**src/rtl/csd_fir_pkg.sv**
```systemverilog
// Shared types and elaboration-time functions for the shift-add FIR.
// Assumes coefficients arrive as 16-bit two's-complement words.
package csd_fir_pkg;

    // One retained signed digit: present flag, minus flag, bit weight.
    typedef struct packed {
        logic       en;
        logic       neg;
        logic [3:0] sh;
    } term_t;

    // Recoded coefficient: overall sign plus up to three digits, most significant first.
    typedef struct packed {
        logic  cneg;
        term_t t0;
        term_t t1;
        term_t t2;
    } recode_t;

    // Drop the six low bits (arithmetic shift).
    function automatic logic signed [9:0] shorten(input logic [15:0] raw);
        return raw[15:6];
    endfunction

    // Non-adjacent recoding of the magnitude, keeping the top three nonzero digits.
    function automatic recode_t recode(input logic [15:0] raw);
        logic signed [9:0]  c;
        logic signed [11:0] cx;
        logic [11:0]        m;
        logic [11:0]        pos;
        logic [11:0]        neg;
        term_t              t;
        recode_t            r;
        int                 found;
        c      = shorten(raw);
        cx     = {{2{c[9]}}, c};
        m      = c[9] ? 12'(-cx) : 12'(cx);
        pos    = '0;
        neg    = '0;
        r      = '0;
        r.cneg = c[9];
        for (int i = 0; i < 12; i++) begin
            if (m[0]) begin
                if (m[1]) begin
                    neg[i] = 1'b1;
                    m      = m + 12'd1;
                end else begin
                    pos[i] = 1'b1;
                    m      = m - 12'd1;
                end
            end
            m = m >> 1;
        end
        found = 0;
        for (int i = 11; i >= 0; i--) begin
            if (pos[i] || neg[i]) begin
                t.en  = 1'b1;
                t.neg = neg[i];
                t.sh  = 4'(i);
                if (found == 0)      r.t0 = t;
                else if (found == 1) r.t1 = t;
                else if (found == 2) r.t2 = t;
                found++;
            end
        end
        return r;
    endfunction

    // Value of the retained digits without the overall sign.
    function automatic int mag_value(input recode_t r);
        int v;
        v = 0;
        if (r.t0.en) v = r.t0.neg ? v - (1 << r.t0.sh) : v + (1 << r.t0.sh);
        if (r.t1.en) v = r.t1.neg ? v - (1 << r.t1.sh) : v + (1 << r.t1.sh);
        if (r.t2.en) v = r.t2.neg ? v - (1 << r.t2.sh) : v + (1 << r.t2.sh);
        return v;
    endfunction

endpackage

```
**src/rtl/csd_fir_addsub.sv**
```systemverilog
// Ripple-carry adder/subtractor: y = a + b or a - b (modulo 2^W).
// Kept as its own module so another adder architecture can replace it.
module csd_fir_addsub #(
    parameter int W = 16
) (
    input  logic [W-1:0] a,
    input  logic [W-1:0] b,
    input  logic         sub,
    output logic [W-1:0] y
);
    logic [W-1:0] bx;
    logic [W-1:0] c;

    assign bx   = b ^ {W{sub}};
    assign c[0] = sub;

    for (genvar i = 0; i < W; i++) begin : g_fa
        assign y[i] = a[i] ^ bx[i] ^ c[i];
        if (i < W - 1) begin : g_carry
            assign c[i+1] = (a[i] & bx[i]) | (c[i] & (a[i] ^ bx[i]));
        end
    end

    // Ripple chain agrees with the arithmetic sum.
    always_comb begin
        assert_ripple_R3: assert (y == (sub ? a - b : a + b));
    end

endmodule

```
**src/rtl/csd_fir_cmult.sv**
```systemverilog
// Constant multiplier: |eff| * x with up to three shifted terms, two register stages.
// Stage A adds the two leading terms; stage B adds the third. Leading digit is positive.
module csd_fir_cmult
    import csd_fir_pkg::*;
#(
    parameter int          IN_W   = 8,
    parameter int          PROD_W = 20,
    parameter logic [15:0] RAW    = 16'h0040
) (
    input  logic                     clk,
    input  logic                     rst_n,
    input  logic                     en_a,
    input  logic                     en_b,
    input  logic signed [IN_W-1:0]   x,
    output logic signed [PROD_W-1:0] prod
);
    localparam recode_t                   RC  = recode(RAW);
    localparam logic signed [PROD_W-1:0] MAG = PROD_W'(mag_value(RC));

    logic signed [PROD_W-1:0] xe, p0, p1, p2;
    logic signed [PROD_W-1:0] s_a, s_b, sum_q, p2_q;

    assign xe = PROD_W'(x);
    assign p0 = RC.t0.en ? (xe <<< RC.t0.sh) : '0;
    assign p1 = RC.t1.en ? (xe <<< RC.t1.sh) : '0;
    assign p2 = RC.t2.en ? (xe <<< RC.t2.sh) : '0;

    csd_fir_addsub #(.W(PROD_W)) u_add_a (.a(p0),    .b(p1),   .sub(RC.t1.neg), .y(s_a));
    csd_fir_addsub #(.W(PROD_W)) u_add_b (.a(sum_q), .b(p2_q), .sub(RC.t2.neg), .y(s_b));

    // Stage A: first partial sum and the delayed third term.
    always_ff @(posedge clk) begin
        if (!rst_n) begin
            sum_q <= '0;
            p2_q  <= '0;
        end else if (en_a) begin
            sum_q <= s_a;
            p2_q  <= p2;
        end
    end

    // Stage B: complete product.
    always_ff @(posedge clk) begin
        if (!rst_n)    prod <= '0;
        else if (en_b) prod <= s_b;
    end

    // Product two stages later matches the recoded magnitude times the sample.
    assert_product_R2: assert property (@(posedge clk) disable iff (!rst_n)
        en_a |-> ##2 (prod == MAG * $past(x, 2)));

endmodule

```
**src/rtl/csd_fir_tap.sv**
```systemverilog
// One transposed-form tap: constant product plus the neighbour's registered sum.
// Coefficient sign is applied here by choosing add or subtract.
module csd_fir_tap
    import csd_fir_pkg::*;
#(
    parameter int          IN_W   = 8,
    parameter int          PROD_W = 20,
    parameter int          ACC_W  = 23,
    parameter logic [15:0] RAW    = 16'h0040
) (
    input  logic                    clk,
    input  logic                    rst_n,
    input  logic                    en_a,
    input  logic                    en_b,
    input  logic                    en_c,
    input  logic signed [IN_W-1:0]  x,
    input  logic signed [ACC_W-1:0] acc_in,
    output logic signed [ACC_W-1:0] acc_out
);
    localparam recode_t RC = recode(RAW);

    logic signed [PROD_W-1:0] prod;
    logic signed [ACC_W-1:0]  prod_x, acc_d;

    csd_fir_cmult #(.IN_W(IN_W), .PROD_W(PROD_W), .RAW(RAW)) u_mult (
        .clk(clk), .rst_n(rst_n), .en_a(en_a), .en_b(en_b), .x(x), .prod(prod)
    );

    assign prod_x = ACC_W'(prod);

    csd_fir_addsub #(.W(ACC_W)) u_acc (.a(acc_in), .b(prod_x), .sub(RC.cneg), .y(acc_d));

    // Stage C: registered running sum handed to the next tap.
    always_ff @(posedge clk) begin
        if (!rst_n)    acc_out <= '0;
        else if (en_c) acc_out <= acc_d;
    end

    // Sum register only moves on a valid accumulation step.
    assert_acc_hold_R6: assert property (@(posedge clk) disable iff (!rst_n)
        !en_c |=> $stable(acc_out));

endmodule

```
**src/rtl/csd_fir.sv**
```systemverilog
// Top: NTAPS transposed taps sharing the input, with a 3-stage valid pipeline.
// Assumes COEFS packs tap 0 in its lowest 16 bits; output is full precision.
module csd_fir #(
    parameter int                  NTAPS = 5,
    parameter int                  IN_W  = 8,
    parameter logic [NTAPS*16-1:0] COEFS = {16'hFFA3, 16'h15C0, 16'h7FC0, 16'hF400, 16'h0A40},
    parameter int                  OUT_W = IN_W + 12 + $clog2(NTAPS)
) (
    input  logic                    clk,
    input  logic                    rst_n,
    input  logic                    in_valid,
    input  logic signed [IN_W-1:0]  in_data,
    output logic                    out_valid,
    output logic signed [OUT_W-1:0] out_data
);
    localparam int PROD_W = IN_W + 12;
    localparam int LAT    = 3;

    logic [LAT-1:0]          v_q;
    logic signed [OUT_W-1:0] chain [NTAPS+1];

    // Valid shift register matched to the data latency.
    always_ff @(posedge clk) begin
        if (!rst_n) v_q <= '0;
        else        v_q <= {v_q[LAT-2:0], in_valid};
    end

    assign chain[NTAPS] = '0;

    for (genvar k = 0; k < NTAPS; k++) begin : g_tap
        csd_fir_tap #(
            .IN_W(IN_W), .PROD_W(PROD_W), .ACC_W(OUT_W), .RAW(COEFS[k*16 +: 16])
        ) u_tap (
            .clk(clk), .rst_n(rst_n),
            .en_a(in_valid), .en_b(v_q[0]), .en_c(v_q[1]),
            .x(in_data), .acc_in(chain[k+1]), .acc_out(chain[k])
        );
    end

    assign out_valid = v_q[LAT-1];
    assign out_data  = chain[0];

    // Every accepted sample yields an output three edges later.
    assert_latency_R4: assert property (@(posedge clk) disable iff (!rst_n)
        in_valid |-> ##3 out_valid);

    // No output strobe without a sample three edges earlier.
    assert_no_spurious_R4: assert property (@(posedge clk) disable iff (!rst_n)
        out_valid |-> $past(in_valid, 3));

    // Output data frozen while no result is presented.
    assert_hold_R6: assert property (@(posedge clk) disable iff (!rst_n)
        !out_valid |-> $stable(out_data));

endmodule

```
**config.mk**
```make
export PLATFORM = sky130hd
export DESIGN_NAME = csd_fir
export DESIGN_NICKNAME = d
export VERILOG_FILES = /design/src/rtl/csd_fir_pkg.sv /design/src/rtl/csd_fir_addsub.sv /design/src/rtl/csd_fir_cmult.sv /design/src/rtl/csd_fir_tap.sv /design/src/rtl/csd_fir.sv
export SDC_FILE = /design/constraint.sdc
export NUM_CORES = 1
export LEC_CHECK = 0
export CORE_ASPECT_RATIO = 1.5
export CORE_MARGIN = 1.5
export CORE_UTILIZATION = 45
export CTS_CLUSTER_SIZE = 8
export DETAILED_ROUTE_END_ITERATION = 6
export SYNTH_ARGS = -nofsm -noshare
export SYNTH_HDL_FRONTEND = slang
export SYNTH_HIERARCHICAL = 1
export SYNTH_SLANG_ARGS = --single-unit
```
**constraint.sdc**
```tcl
create_clock -name clk -period 11.1 [get_ports clk]
set_input_delay 2.22 -clock clk [delete_from_list [all_inputs] [get_ports clk]]
set_output_delay 2.22 -clock clk [all_outputs]
set_load 0.01 [all_outputs]
```
==> metrics.md, run 1 <==
| Metric | Value |
|---|---|
| Run status | `finished, final reports clean` |
| Cell Pwr Density | `145 mW/mm^2` |
| Comb power frac | `29.6%` |
| Clock share of power | `33.2%` |
| Worst reg-to-reg setup slack | `1030 ps` |
| Non-Filler Instances | `3,189` |
| Filler instances | `4,967` |
| Placed Area | `0.0252 mm^2` |
| Placed cell count | `3,136` |
| DR WL/cell | `12.7 um` |
| I/O pin cnt | `35` |
| Clk Latency, worst-skew pair | `540 ps` |
| GR peak layer | `met2` |
| Final hold vios | `0` |
| Grt met3 use | `2.17%` |
| Cts hold-fix bufs | `0` |
| Worst min-delay path class | `register to register` |
| Crit share post-route | `94.6%` |
| R2R depth | `28` |
| Initial core utilization | `45.5%` |
| Final clock skew | `14.3 ps` |
| Peak Freq | `95.2 MHz` |
| Int Pwr | `2.65 mW` |
| Synth Register Bits | `334` |
| Fin. max-slew vios | `0` |
| Yosys cell types | `17` |
| Avg Synthesized Cell Area | `10.4 um^2` |
| # diodes | `0` |
| Switching Share | `30.8%` |
| First-pass GRT wire length | `69,000 um` |
| Via count | `13.6k` |
| Synth warnings | `6` |
| Met1 Resource Use GR | `16.5%` |
| Total Wirelength | `40,500 um` |
| Residual DRC | `0` |
| Most frequent cells in the layout | `inv_1, mux2i_1, dfxtp_1` |
| Largest net degree at the start of global routing | `144` |
| Sequential Power Share | `37.2%` |
| Num rows | `104` |
| Setup TNS | `0 ps` |
| Post-CTS Resized | `0` |
| Post-DP HPWL | `29,300 um` |
| TritonCTS clock tree | `done` |
| Hold Crit Endpoint | `g_tap[0].u_tap/acc_out[18]` |
| Max-Cap Viols | `0` |
| CP Class | `input pin to register` |
| Detail Route Antenna Nets | `0` |
| Multi-input logic area | `0.0150 mm^2` |
| Die Span X | `193 um` |
| Final Power | `3.83 mW` |
| Clock slew seen by the registers of the worst setup and hold paths | `50 ps` |
| Slew headroom | `24.7%` |
| Crit path launch type | `input pin` |
| # clock sinks | `334` |
| Max Root-Sink Buffers | `3` |
| P_sw | `1.18 mW` |
| Crit Reg-Reg Startpoint | `g_tap[4].u_tap/u_mult/prod[0]` |
| Fin area | `0.0264 mm^2` |
| FF-to-FF End | `g_tap[4].u_tap/acc_out[22]` |
| Gp weighted congestion | `0.756` |
| H-tree lvl count | `2` |
| Area delta synth->final | `8.33%` |
| Worst Hold Launch | `g_tap[0].u_tap/acc_out[18]` |
| Proportion of layout cells with a drive suffix above 1 | `2.92%` |
| Final min period | `10,500 ps` |
| Hold Path Stages | `2` |
| Worst slew pin tran | `1130 ps` |
| Vias in the first global route | `14.5k` |
| Sequential share of the synthesized area | `27.4%` |
| Crit. End Element | `register` |
| Max IR drop VDD | `0.108 mV` |
| Fin util | `49.2%` |
| Setup Buffers After CTS | `0` |
| Root Buffer | `clkbuf_16` |
| GRT Util Overall | `15.5%` |
| Most common cell after layout, fill and taps aside | `inv_1` |
| Initial antenna violation count | `0` |
| Starting DRT DRC Count | `252` |
| Lkg Pwr | `10.7 nW` |
| Worst endpoint required time | `11,570 ps` |
| # nets final | `2,792` |
| Met2 GRT Util | `30.6%` |
| Setup-failing EPs final | `0` |
| Port Buf Inserts | `34` |
| Register area | `0.00669 mm^2` |
| Mapped Area | `0.0244 mm^2` |
| Core ar. | `0.0536 mm^2` |
| CTS Buf Count | `47` |
| Unrepaired setup endpoints after global routing | `false` |
| Chip height | `288 um` |
| Arr. time, crit path | `10,980 ps` |
| Global route total overflow | `0` |
| Vias per cell | `4.26` |
| Post-Synthesis Cells | `2,332` |
| CP Max Fanout | `2` |
| Full die area | `0.0556 mm^2` |
| Pre-antenna DRT Iters | `4` |
final cells by class:
class,count,share of cell area (%)
clock buffer,53,4.70
inverter,570,8.11
multi-input combinational,1495,56.9
sequential,334,25.4
tap,689,3.27
timing repair buffer,48,1.70
cells by family (layout without fill, tap and decap cells):
kind of cell / Yosys count / count (layout) / share of synthesized area [%]
xor+xnor: 345 / 345 / 12.6
other cells: 14 / 185 / 0.216
flops: 334 / 334 / 27.4
mux: 346 / 346 / 14.2
buf+inv: 674 / 671 / 13.6
fa+ha+maj: 285 / 285 / 23.4
simple gates: 334 / 334 / 8.58
sequential cells by signal (all words and copies together) (netlist names):
| register | flops |
|---|---|
| g_tap.u_tap/acc_out | 115 |
| g_tap.u_tap/u_mult/prod | 100 |
| g_tap.u_tap/u_mult/sum_q | 100 |
| v_q | 3 |
| g_tap.u_tap/u_mult/p2_q | 16 |
power by group through the flow:
stage | clock [mW] | combinational (mW) | sequential (mW)
after floorplan | 0 | 0.977 | 1.42
after global placement | 0 | 1.11 | 1.44
after detailed placement | 0 | 1.15 | 1.45
after CTS | 1.33 | 1.15 | 1.43
after global routing | 1.36 | 1.34 | 1.44
final | 1.27 | 1.14 | 1.42
worst max-delay path: stages:
cell	delay, ps
clkdlybuf4s50_1	430
mux2i_1	150
fa_1	430
fa_1	430
fa_1	420
fa_1	430
fa_1	430
fa_1	430
fa_1	460
fa_1	450
fa_1	440
fa_1	440
fa_1	450
fa_1	430
fa_1	430
fa_1	430
fa_1	400
inv_1	80
fa_1	170
inv_1	50
fa_1	410
fa_1	420
xnor2_1	150
xnor2_1	180
mux2i_1	90
nor2b_1	130
cells in the mapped netlist:
| cell type | n | area (um^2) |
|---|---|---|
| buf_4 | 4 | 30.0 |
| clkbuf_2 | 1 | 5.00 |
| xnor2_2 | 5 | 81.3 |
| buf_8 | 10 | 150 |
| and2_1 | 3 | 18.8 |
| mux2i_1 | 346 | 3460 |
| buf_6 | 34 | 383 |
| fa_1 | 285 | 5710 |
| nor2b_1 | 331 | 2070 |
| xnor2_1 | 310 | 2720 |
| conb_1 | 14 | 52.6 |
| dfxtp_1 | 334 | 6690 |
| xor2_1 | 30 | 263 |
| buf_2 | 5 | 25.0 |
| inv_1 | 570 | 2140 |
| clkbuf_1 | 26 | 97.6 |
| buf_12 | 24 | 480 |
per-layer routing:
layer / vias to the layer above / wire length (um)
li1: 6852 / -
met1: 6572 / 16000
met2: 94 / 22600
met3: 67 / 999
met4: 0 / 962
met5: - / 0
worst max path at each step:
stage	from	endpoint	slack [ps]	cells after the start
2_1_floorplan	in_data[0]	g_tap[2].u_tap/u_mult/sum_q[19]	880	25
3_3_place_gp	in_data[0]	g_tap[2].u_tap/u_mult/sum_q[19]	-160	26
3_5_place_dp	in_data[0]	g_tap[2].u_tap/u_mult/sum_q[19]	-60	26
4_1_cts	in_data[0]	g_tap[2].u_tap/u_mult/sum_q[19]	500	26
5_1_grt	in_data[0]	g_tap[2].u_tap/u_mult/sum_q[19]	230	26
6_report	in_data[0]	g_tap[2].u_tap/u_mult/sum_q[19]	600	26
per-stage QoR:
step | hold slack, ps | setup WS, ps
after detailed placement | 502 | -60.7
after floorplan | 483 | 878
final | 510 | 599
after CTS | 517 | 500
after global routing | 533 | 232
after global placement | 495 | -161
Note: power is estimated with default switching activity, not from simulation.
==> run 2, diff against run 1 <==
- PLACE_DENSITY_LB_ADDON: unset -> 0.15
==> run 2 against run 1 <==
Net effect:
- design area barely moved
- register-to-register slack improved by 20 ps
- worst hold slack better by 1.7 ps
- sequential power barely moved
- critical endpoint unchanged
==> metrics.md, run 2 (synthesis gave the netlist of run 1 again) <==
| Metric | Value |
|---|---|
| Run status | `finished, final reports clean` |
| Max-Cap Viols | `0 (unchanged)` |
| Most frequent cells in the layout | `inv_1, mux2i_1, dfxtp_1` |
| Peak Freq | `95.1 MHz (-0.15%)` |
| TritonCTS clock tree | `done` |
| CP Class | `input pin to register` |
| Vias per cell | `4.23 (-0.82%)` |
| Crit path largest cell delay | `470 ps (about the same)` |
| Top Registers | `g_tap.u_tap/acc_out: 115 flops, g_tap.u_tap/u_mult/prod: 100 flops, g_tap.u_tap/u_mult/sum_q: 100 flops` |
| CP max stage cell | `fa_1` |
| Slew headroom | `8.63% (-16 points)` |
| Initial core utilization | `45.5% (unchanged)` |
| Placed Area | `0.0251 mm^2 (about the same)` |
| Clock slew seen by the registers of the worst setup and hold paths | `50 ps (about the same)` |
| Most used cell, CP | `fa_1` |
| Post-DP HPWL | `29,500 um (+0.73%)` |
| Port Buf Inserts | `34 (unchanged)` |
| Final Power | `3.84 mW (+0.27%)` |
| Core ar. | `0.0536 mm^2 (unchanged)` |
| Post-CTS Resized | `0 (unchanged)` |
| Critical path destination | `g_tap[2].u_tap/u_mult/sum_q[19]` |
| Fin area | `0.0264 mm^2 (about the same)` |
| Multi-input logic area | `0.0150 mm^2 (unchanged)` |
| Clk Latency, worst-skew pair | `550 ps (about the same)` |
| Crit path launch type | `input pin` |
| Initial antenna violation count | `0 (unchanged)` |
| Most common cell after layout, fill and taps aside | `inv_1` |
| Via count | `13.5k (-0.85%)` |
| Residual DRC | `0 (unchanged)` |
| Filler instances | `5,053 (+1.7%)` |
| Crit Reg-Reg Startpoint | `g_tap[3].u_tap/u_mult/prod[0]` |
| Placed cell count | `3,135 (-0.032%)` |
| Largest Register | `g_tap.u_tap/acc_out` |
| H-tree lvl count | `2 (unchanged)` |
| Pre-antenna DRT Iters | `4 (unchanged)` |
| Pre-CTS WS | `-89.4 ps (-28.7 ps)` |
| Unrepaired setup endpoints after global routing | `false` |
| Die Span X | `193 um (unchanged)` |
| CTS Buf Count | `47 (unchanged)` |
| Cts hold-fix bufs | `0 (unchanged)` |
| Register area | `0.00669 mm^2 (unchanged)` |
| Arr. time, crit path | `10,990 ps (about the same)` |
| Crit. End Element | `register` |
| Final min period | `10,520 ps (+15.4 ps)` |
| Non-Filler Instances | `3,188 (-0.031%)` |
| Fin util | `49.2% (about the same)` |
| Final hold vios | `0 (unchanged)` |
| Gp weighted congestion | `0.725 (-4.2%)` |
| Starting DRT DRC Count | `265 (+5.2%)` |
| R2R depth | `28 (unchanged)` |
| Max FFs per register | `115 (unchanged)` |
| Crit share post-route | `94.7% (+0.14 points)` |
| Max IR drop VDD | `0.128 mV (+19%)` |
| Worst min-delay path class | `register to register` |
| Proportion of layout cells with a drive suffix above 1 | `2.88% (-0.039 points)` |
| Setup-failing EPs final | `0 (unchanged)` |
| Hold Path Stages | `2 (unchanged)` |
| Detail Route Antenna Nets | `0 (unchanged)` |
| Worst reg-to-reg setup slack | `1050 ps (+20 ps)` |
| Area delta synth->final | `8.30% (about the same)` |
| GRT Util Overall | `15.7% (+0.21 points)` |
| Global route total overflow | `0 (unchanged)` |
| Max Root-Sink Buffers | `3 (unchanged)` |
| CP Max Fanout | `2 (unchanged)` |
| Final clock skew | `13.0 ps (-1.28 ps)` |
| First-pass GRT wire length | `69,600 um (+0.78%)` |
| Full die area | `0.0556 mm^2 (unchanged)` |
| Worst slew pin tran | `1370 ps (+241 ps)` |
| Total Wirelength | `41,200 um (+1.7%)` |
| Worst setup path start | `in_data[0]` |
| DR WL/cell | `12.9 um (+1.7%)` |
| FF-to-FF End | `g_tap[3].u_tap/acc_out[22]` |
| # nets final | `2,791 (-0.036%)` |
| Root Buffer | `clkbuf_16` |
| Setup slack after layout | `583 ps (-15.4 ps)` |
| Chip height | `288 um (unchanged)` |
| Largest net degree at the start of global routing | `199 (+38%)` |
| Setup Buffers After CTS | `0 (unchanged)` |
| Vias in the first global route | `14.6k (+0.52%)` |
| Num rows | `104 (unchanged)` |
| # clock sinks | `334 (unchanged)` |
| Cell Pwr Density | `146 mW/mm^2 (+0.30%)` |
| # diodes | `0 (unchanged)` |
| Fin. max-slew vios | `0 (unchanged)` |
| Lkg Pwr | `10.7 nW (about the same)` |
| I/O pin cnt | `35 (unchanged)` |
| Worst endpoint required time | `11,570 ps (about the same)` |
[run 2: how the worst min path moves through the flow]
| stage | endpoint | slack [ps] | start |
|---|---|---|---|
| 2_1_floorplan | g_tap[0].u_tap/u_mult/sum_q[10] | 480 | g_tap[0].u_tap/u_mult/sum_q[10] |
| 3_3_place_gp | g_tap[2].u_tap/u_mult/sum_q[12] | 500 | g_tap[2].u_tap/u_mult/sum_q[12] |
| 3_5_place_dp | g_tap[0].u_tap/u_mult/sum_q[12] | 500 | g_tap[0].u_tap/u_mult/sum_q[12] |
| 4_1_cts | g_tap[3].u_tap/u_mult/sum_q[14] | 520 | g_tap[3].u_tap/u_mult/sum_q[14] |
| 5_1_grt | g_tap[1].u_tap/acc_out[11] | 540 | g_tap[1].u_tap/acc_out[11] |
| 6_report | g_tap[2].u_tap/u_mult/sum_q[14] | 510 | g_tap[2].u_tap/u_mult/sum_q[14] |
[run 2: layout make-up]
class,instances,area share [%]
clock buffers,53,4.70
inverters,570,8.11
well taps,689,3.27
flip-flops and latches,334,25.4
repair buffers,47,1.67
multi-input cells,1495,56.9
[run 2: routing by layer]
layer	vias to the layer above	wire length [um]	part of all wire, %	GRT usage [%]
met5	-	0	0	0
met4	0	939	2.3	4.33
met3	67	772	1.9	1.88
met2	82	23500	57	32.0
met1	6480	16000	39	16.3
li1	6841	-	-	-
[run 2: stage by stage]
| stage | setup TNS (ps) | hold WS (ps) |
|---|---|---|
| final | 0 | 512 |
| after global routing | 0 | 536 |
| after CTS | 0 | 517 |
| after detailed placement | -89.4 | 503 |
| after global placement | -79.2 | 496 |
| after floorplan | 0 | 483 |
[run 2: critical path: cells and delay by family]
family / cells / cell delay, ps
xor gates and xnor gates: 2 / 320
adders and majority gates: 18 / 7520
muxes: 2 / 230
and+or+nand+nor: 1 / 120
buffers and inverters: 3 / 570
[run 2: report_power, final]
| group | total, mW | switching, mW | leakage, nW | internal (mW) |
|---|---|---|---|---|
| registers | 1.42 | 0.0885 | 2.74 | 1.33 |
| logic | 1.14 | 0.594 | 7.32 | 0.548 |
| clock network | 1.28 | 0.507 | 0.609 | 0.771 |
| total | 3.84 | 1.19 | 10.7 | 2.65 |
